$ cat src/rtl/bufwin_pkg.sv
package bufwin_pkg;
  localparam int CFG_W = 7;

  typedef struct packed {
    logic       alloc;
    logic       enable;
    logic [1:0] banks;
    logic [2:0] code;
  } cfg_word_t;
endpackage

$ cat src/rtl/bufwin_size_calc.sv
module bufwin_size_calc #(
  parameter int AW            = 15,
  parameter int EP_W          = 2,
  parameter int RAM_BYTES     = 4096,
  parameter int EP0_MAX_CODE  = 3,
  parameter int EPN_MAX_CODE  = 7,
  parameter int EP0_MAX_BANKS = 1,
  parameter int EPN_MAX_BANKS = 3
) (
  input  logic [EP_W-1:0] ep,
  input  logic [2:0]      code,
  input  logic [1:0]      banks,
  input  logic [AW-1:0]   start,
  output logic [AW-1:0]   win_size,
  output logic            legal
);
  logic [AW-1:0] unit;
  logic [AW:0]   end_sum;
  logic [31:0]   max_c;
  logic [31:0]   max_b;

  always_comb begin
    unit     = AW'(8) << code;
    win_size = unit * AW'(banks);
    end_sum  = {1'b0, start} + {1'b0, win_size};
    max_c    = (ep == '0) ? 32'(EP0_MAX_CODE)  : 32'(EPN_MAX_CODE);
    max_b    = (ep == '0) ? 32'(EP0_MAX_BANKS) : 32'(EPN_MAX_BANKS);
    legal    = (32'(code) <= max_c) && (banks != 2'd0) &&
               (32'(banks) <= max_b) && (end_sum <= (AW+1)'(RAM_BYTES));
  end
endmodule

$ cat src/rtl/bufwin_low_end.sv
module bufwin_low_end #(
  parameter int NUM_EP = 4,
  parameter int AW     = 15,
  parameter int EP_W   = 2
) (
  input  logic [EP_W-1:0]             ep,
  input  logic [NUM_EP-1:0]           alloc,
  input  logic [NUM_EP-1:0][AW-1:0]   base,
  input  logic [NUM_EP-1:0][AW-1:0]   size,
  output logic [AW-1:0]               low_end
);
  // End of the highest allocated window strictly below ep.
  always_comb begin
    low_end = '0;
    for (int k = 0; k < NUM_EP; k++) begin
      if ((EP_W'(k) < ep) && alloc[k]) low_end = base[k] + size[k];
    end
  end
endmodule

$ cat src/rtl/bufwin_overlap.sv
module bufwin_overlap #(
  parameter int NUM_EP = 4,
  parameter int AW     = 15
) (
  input  logic [NUM_EP-1:0]           alloc,
  input  logic [NUM_EP-1:0][AW-1:0]   base,
  input  logic [NUM_EP-1:0][AW-1:0]   size,
  output logic [NUM_EP-1:0]           hit
);
  logic [NUM_EP-1:0][AW:0] lim;
  logic [NUM_EP-1:0]       live;

  always_comb begin
    for (int i = 0; i < NUM_EP; i++) begin
      lim[i]  = {1'b0, base[i]} + {1'b0, size[i]};
      live[i] = alloc[i] && (size[i] != '0);
    end
    hit = '0;
    for (int i = 0; i < NUM_EP; i++) begin
      for (int j = 0; j < NUM_EP; j++) begin
        if ((i != j) && live[i] && live[j] &&
            ({1'b0, base[i]} < lim[j]) && ({1'b0, base[j]} < lim[i]))
          hit[i] = 1'b1;
      end
    end
  end
endmodule

$ cat src/rtl/bufwin_alloc.sv
module bufwin_alloc #(
  parameter int NUM_EP        = 4,
  parameter int RAM_BYTES     = 4096,
  parameter int EP0_MAX_CODE  = 3,
  parameter int EPN_MAX_CODE  = 7,
  parameter int EP0_MAX_BANKS = 1,
  parameter int EPN_MAX_BANKS = 3,
  localparam int EP_W = (NUM_EP > 1) ? $clog2(NUM_EP) : 1,
  localparam int AW   = $clog2(NUM_EP * 3 * (8 << EPN_MAX_CODE) + RAM_BYTES + 1)
) (
  input  logic                         clk,
  input  logic                         rst,
  input  logic                         wr_en,
  input  logic [EP_W-1:0]              wr_ep,
  input  logic [bufwin_pkg::CFG_W-1:0] wr_data,
  output logic [NUM_EP*AW-1:0]         ep_base,
  output logic [NUM_EP*AW-1:0]         ep_size,
  output logic [NUM_EP-1:0]            ep_alloc,
  output logic [NUM_EP-1:0]            ep_enable,
  output logic [NUM_EP-1:0]            ep_cfg_ok,
  output logic [NUM_EP-1:0]            ep_overlap
);
  import bufwin_pkg::*;

  cfg_word_t                 w;
  logic [NUM_EP-1:0][AW-1:0] base_q, base_d, size_q, size_d;
  logic [NUM_EP-1:0]         alloc_q, alloc_d, en_q, en_d, ok_q, ok_d, ovl_q, ovl_d;
  logic [AW-1:0]             low_end, new_size;
  logic                      new_legal;

  assign w = cfg_word_t'(wr_data);

  bufwin_low_end #(.NUM_EP(NUM_EP), .AW(AW), .EP_W(EP_W)) low_i (
    .ep(wr_ep), .alloc(alloc_q), .base(base_q), .size(size_q), .low_end(low_end)
  );

  bufwin_size_calc #(
    .AW(AW), .EP_W(EP_W), .RAM_BYTES(RAM_BYTES),
    .EP0_MAX_CODE(EP0_MAX_CODE), .EPN_MAX_CODE(EPN_MAX_CODE),
    .EP0_MAX_BANKS(EP0_MAX_BANKS), .EPN_MAX_BANKS(EPN_MAX_BANKS)
  ) size_i (
    .ep(wr_ep), .code(w.code), .banks(w.banks), .start(low_end),
    .win_size(new_size), .legal(new_legal)
  );

  // Next state: the written endpoint and its upper neighbour only.
  always_comb begin
    base_d  = base_q;
    size_d  = size_q;
    alloc_d = alloc_q;
    en_d    = en_q;
    ok_d    = ok_q;
    if (wr_en) begin
      for (int i = 0; i < NUM_EP; i++) begin
        if (EP_W'(i) == wr_ep) begin
          en_d[i] = w.enable;
          if (w.alloc && !alloc_q[i]) begin
            alloc_d[i] = 1'b1;
            base_d[i]  = low_end;
            size_d[i]  = new_size;
            ok_d[i]    = new_legal;
          end else if (!w.alloc && alloc_q[i]) begin
            alloc_d[i] = 1'b0;
            base_d[i]  = '0;
            size_d[i]  = '0;
            ok_d[i]    = 1'b0;
          end
        end
      end
      for (int i = 1; i < NUM_EP; i++) begin
        if ((EP_W'(i - 1) == wr_ep) && alloc_q[i]) begin
          if (w.alloc && !alloc_q[i-1])
            base_d[i] = low_end + new_size;
          else if (!w.alloc && alloc_q[i-1])
            base_d[i] = low_end;
        end
      end
    end
  end

  bufwin_overlap #(.NUM_EP(NUM_EP), .AW(AW)) ovl_i (
    .alloc(alloc_d), .base(base_d), .size(size_d), .hit(ovl_d)
  );

  always_ff @(posedge clk) begin
    if (rst) begin
      base_q  <= '0;
      size_q  <= '0;
      alloc_q <= '0;
      en_q    <= '0;
      ok_q    <= '0;
      ovl_q   <= '0;
    end else begin
      base_q  <= base_d;
      size_q  <= size_d;
      alloc_q <= alloc_d;
      en_q    <= en_d;
      ok_q    <= ok_d;
      ovl_q   <= ovl_d;
    end
  end

  assign ep_base    = base_q;
  assign ep_size    = size_q;
  assign ep_alloc   = alloc_q;
  assign ep_enable  = en_q;
  assign ep_cfg_ok  = ok_q;
  assign ep_overlap = ovl_q;
endmodule

$ cat config.mk
export PLATFORM = sky130hd
export DESIGN_NAME = bufwin_alloc
export DESIGN_NICKNAME = d
export VERILOG_FILES = /design/src/rtl/bufwin_pkg.sv /design/src/rtl/bufwin_size_calc.sv /design/src/rtl/bufwin_low_end.sv /design/src/rtl/bufwin_overlap.sv /design/src/rtl/bufwin_alloc.sv
export SDC_FILE = /design/constraint.sdc
export NUM_CORES = 1
export LEC_CHECK = 0
export BUFFER_PORTS_ARGS = -buffer_cell sky130_fd_sc_hd__buf_2
export CORE_UTILIZATION = 62
export DETAILED_ROUTE_END_ITERATION = 8
export HOLD_SLACK_MARGIN = 0.03
export MAX_ROUTING_LAYER = met4
export PLACE_DENSITY = 0.91
export SYNTH_ARGS = -nofsm -noshare
export SYNTH_HDL_FRONTEND = slang
export SYNTH_SLANG_ARGS = --single-unit
$ cat constraint.sdc
create_clock -name clk -period 10.28 [get_ports clk]
set_input_delay 2.056 -clock clk [delete_from_list [all_inputs] [get_ports clk]]
set_output_delay 2.056 -clock clk [all_outputs]
set_load 0.005 [all_outputs]
Yosys cells after proc, flatten, opt, wreduce, memory -nomap -nowiden

Cells that the tools add are included.

Bits in registers: 136
Bits of input ports: 12

Order comparisons: 19
Equality and inequality tests: 3
Shift operators: 1
Mux-type cells: 74
Multipliers: 1
Reductions and logical operators: 75
Add/subtract/negate cells: 10

Operators with widths:

| operator             | count |
|---|---|
| $mux 15              | 37 |
| $lt 15x16->1         | 12 |
| $mux 60              | 2 |
| $add 15x15->16       | 5 |
| $add 15x15->15       | 5 |
| $reduce_bool 15->1   | 4 |
| $logic_and 1x1->1    | 52 |
| $le 2x32->1          | 1 |
| $le 3x32->1          | 1 |
| $mux 1               | 32 |
| $le 16x13->1 const B | 1 |
| $mul 15x2->15        | 1 |
| $shl 4x3->15 const A | 1 |
| $reduce_and 3->1     | 4 |
| $reduce_bool 2->1    | 5 |
| $reduce_and 2->1     | 4 |
| $logic_not 1->1      | 5 |
| $eq 2x2->1 const A   | 2 |
| $lt 1x2->1 const A   | 2 |
| $lt 2x2->1 const A   | 2 |
| $mux 4               | 1 |
| $mux 3               | 1 |
| $eq 1x2->1 const A   | 1 |
| $logic_not 2->1      | 1 |
| $mux 2               | 1 |

Longest topological paths before layout

Depth after elaboration: 19
Mapped depth: 39
Gate-level depth less buffers: 38

Modules after synthesis

Synthesis repeated with hierarchy kept, for this count alone.

Cells, all modules: 2112
Area total of the unflattened synthesis: 17038.8 um^2

By module, submodules not included:

| module           | times used | cells an instance | seq. area each (um^2) | area each (um^2) |
|---|---|---|---|---|
| bufwin_alloc     | 1          | 876               | 2722.6                | 7536.0 |
| bufwin_overlap   | 1          | 783               | 0.0                   | 6218.5 |
| bufwin_low_end   | 1          | 309               | 0.0                   | 2289.7 |
| bufwin_size_calc | 1          | 144               | 0.0                   | 994.7 |

Worst setup path after synthesis

Ideal clock, no wire load.

Path type: input-to-reg
From: input port wr_data[2] (netlist name)
To: register ovl_q[1], in the netlist ep_overlap[1]
Stages on the path: 36
Setup slack: 1237 ps
Data arrival time: 8964 ps
Cell sequence: clkbuf_1 > nand2b_1 > nor2_1 > ha_1 > a21o_1 > a21o_1 > a21o_1 > a21oi_1 > xnor2_1 > ha_1 > or2_2 > a21oi_1 > nor3_1 > nor2_1 > o211a_1 > clkbuf_1 > a22o_1 > ha_1 > o21ai_0 > a21oi_1 > o21ai_0 > a21boi_0 > o21ai_0 > a21oi_1 > o21ai_0 > nand2b_1 > xnor2_1 > ha_1 > a21o_1 > a2111oi_0 > nand3_1 > a31oi_1 > a2111oi_0 > a311o_1 > a211o_1 > o211ai_1

RTL lines:

| what                 | line               | RTL |
|---|---|---|
| start, declared      | bufwin_alloc.sv:15 | `input logic [bufwin_pkg::CFG_W-1:0] wr_data,` |
| end signal, assigned | bufwin_alloc.sv:99 | `ovl_q <= ovl_d;` |
| end, declared        | bufwin_alloc.sv:27 | `logic [NUM_EP-1:0] alloc_q, alloc_d, en_q, en_d, ok_q, ok_d, ovl_q, ovl_d;` |

==> run_results.csv <==
group,metric,value,unit
worst_setup_path,path_buf_inv,6,
sta,fin_skew,0.0190,ns
min_path,hold_class,"reg -> reg",
outcome,violations,"design-rule violations",
grt,grt_pass1_vias,16800,
floorplan,start_util,63.8,%
worst_setup_path,cpMaxStageDelayCell,"a2111oi_0",
outcome,status,"finished with violations",
worst_setup_path,reg2reg_slack,0.78,ns
sta,finalSetupTns,0,ns
cts,cts.sinks,136,
grt,grt_pass1_wl,102,mm
final_layout,layout_commonest_cell,"ha_1",
logic_synthesis,synth-edff-count,0,
grt,track_usage,54.8,%
final_layout,layout-drive-gt1-share,12.8,%
logic_synthesis,syn_area,0.0156,sq mm
logic_synthesis,synth_top_area_share,23.1,%
sta,rsz0062_at_grt,"no",
worst_setup_path,cp_data_required_time,10.65,ns
power,power_leakage,0.00892,uW
sta,report.final.slew_viol_count,0,
cts,cts-htree-levels,4,
sta,timing.final.crit_period,9.73,ns
logic_synthesis,yosys_warnings,0,
cts,cts_buffers,17,
cts,ctsHoldBuffers,0,
logic_synthesis,yosysTopAreaCell,"ha_1",
floorplan,die_x,161,microns
sta,clock.fmax,103,MHz
logic_synthesis,syn_avg_cell_area,7.94,sq um
logic_synthesis,synth-main-ff-cell,"dfxtp_1",
floorplan,die_h,161,microns
grt,antenna_found_initial,5,
sta,relSlewSlack,31.3,%
detailed_routing,routed_wl,70.6,mm
detailed_routing,drt_pre_antenna_iters,9,
logic_synthesis,syn_nets,2282,
placement,portBuffers,147,
grt,grt_max_degree,67,
worst_setup_path,critPathTopFamily,"compound AO/OA/AOI/OAI gates",
detailed_routing,vias,17900,
logic_synthesis,synth-seq-cells,136,
detailed_routing,drcViolationCount,7,
detailed_routing,viasPerCell,7.22,
detailed_routing,antenna_left,0,
sta,setup_violations,0,
cts,path_clk_slew,0.08,ns
flow_run,maxCapViolCount,0,
floorplan,die_area,0.0259,sq mm
final_layout,final_cell_mix,"ha_1, a21oi_1, buf_2",
worst_setup_path,crit_path_max_incr_delay,0.57,ns
floorplan,row_count,57,
sta,tightest_slew,1.02,ns
cts,root_buffer,"clkbuf_16",
final_layout,postLayoutCoreUtil,71.8,%
worst_setup_path,startpoint_type,"input pin",
logic_synthesis,ys_seq_area_share,17.4,%
sta,hold_viol_final,0,
sta,period_share,94.7,%
cts,clock_latency,0.46,ns
final_layout,syn_to_final_growth,12.6,%
power,cellPowerDensity,79.6,mW/mm^2
cts,cts_buffer_depth,2,
logic_synthesis,async_reset_ff_share,0,%
worst_setup_path,worstSetupPathType,"in -> reg",
logic_synthesis,synthCells,1972,
final_layout,nets,2450,
placement,place_congestion,1.11,
worst_setup_path,crit_arrival,10.11,ns
floorplan,coreArea,0.0245,sq mm
floorplan,ios,148,
worst_setup_path,cp-end-kind,"register",
worst_setup_path,critPathMaxFanout,23,
cts,post_cts_buffers,0,
placement,dp_hpwl,54.2,mm
logic_synthesis,synth_area_leaders,"ha_1, dfxtp_1, a21oi_1",
cts,cts_tree,"yes",
detailed_routing,wl_per_cell,28.4,microns
power,vdd_drop_max,0.106,mV
detailed_routing,drt-initial-drc-count,2631,
logic_synthesis,synth_cell_types,95,
grt,grt-ovfl-total,0,
cts,cts_resized,0,
-- cell families after synthesis --
family | after synthesis | share of synthesized area (%)
compound gates | 626 | 27.0
buf+inv | 156 | 3.83
mux | 9 | 0.608
simple gates | 655 | 21.7
flops | 136 | 17.4
fa+ha+maj | 305 | 24.7
xor+xnor | 85 | 4.76
-- synth_stat cells, types with 13 or more instances --
| master | n |
|---|---|
| nor3_1 | 44 |
| nor2b_1 | 37 |
| ha_1 | 289 |
| inv_1 | 98 |
| nand2b_1 | 29 |
| dfxtp_1 | 136 |
| a31oi_1 | 13 |
| a22o_1 | 38 |
| a21o_1 | 60 |
| and3_1 | 44 |
| o21bai_1 | 14 |
| nand4_1 | 23 |
| o211ai_1 | 30 |
| xnor2_1 | 48 |
| o21ai_0 | 115 |
| clkbuf_1 | 45 |
| a22oi_1 | 19 |
| o22ai_1 | 14 |
| xor2_1 | 37 |
| a21oi_1 | 160 |
| nand3_1 | 47 |
| and2_1 | 102 |
| o21a_1 | 23 |
| nand2_1 | 136 |
| a211oi_1 | 16 |
| nor2_1 | 132 |
-- power by group --
part           internal, uW  switching (uW)  leakage [uW]
registers               529            4.19       0.00110
clock network           346             323      0.000279
logic                  67.0             133       0.00754
-- layer usage --
| layer | vias up | share of wire (%) | global-route usage (%) | wire [microns] |
|---|---|---|---|---|
| met5 | - | 0 | - | 0 |
| met4 | 0 | 10 | 45.4 | 7150 |
| met3 | 521 | 15 | 17.4 | 10400 |
| met2 | 1521 | 40 | 77.2 | 28100 |
| met1 | 8215 | 35 | 63.2 | 25000 |
| li1 | 7681 | - | - | - |
-- stage by stage --
step                      instance area (sq um)  std cells  setup slack, ns  hold slack, ns  total power, uW
after floorplan                           15600       1972             1.24           0.453              666
after global placement                    17000       2445            0.787           0.437              730
after detailed placement                  17000       2445            0.498           0.453              733
after CTS                                 17600       2477            0.776           0.462             1370
after global routing                      17600       2483            0.215           0.485             1410
final                                     17600       2483            0.547           0.465             1400
-- area by class of cell --
cell class / count / area (sq um)
multi-input cells: 1680 / 12300
fillers: 2029 / 6920
flip-flops and latches: 136 / 2720
repair buffers: 207 / 1190
clock buffers: 18 / 429
well taps: 324 / 405
inverters: 98 / 368
clock inverters: 14 / 155
diodes: 6 / 15.0
-- state kept, by name, summed over array words and instances, names as in the netlist --
signal and count:
ep_enable 4, ep_base 60, ep_cfg_ok 4, ep_alloc 4
ep_size 60, ep_overlap 4
-- worst register-to-register path: cells and delay by family (launching register included) --
family	cells	cell delay, ns
buf+inv	3	0.36
compound gates	21	5.25
mux	1	0.27
xor+xnor	1	0.31
flops	1	0.40
simple gates	8	1.46
fa+ha+maj	5	1.38
-- path summary, 6_finish.rpt --
path	startpoint	end	cells after the start
worst max register to register	ep_size[0]	ep_overlap[1]	39
worst min register to register	ep_enable[2]	ep_enable[2]	2
worst min-delay path	ep_enable[2]	ep_enable[2]	2
worst max-delay path	wr_ep[1]	ep_overlap[1]	37
Note: power is estimated with default switching activity, not from simulation.
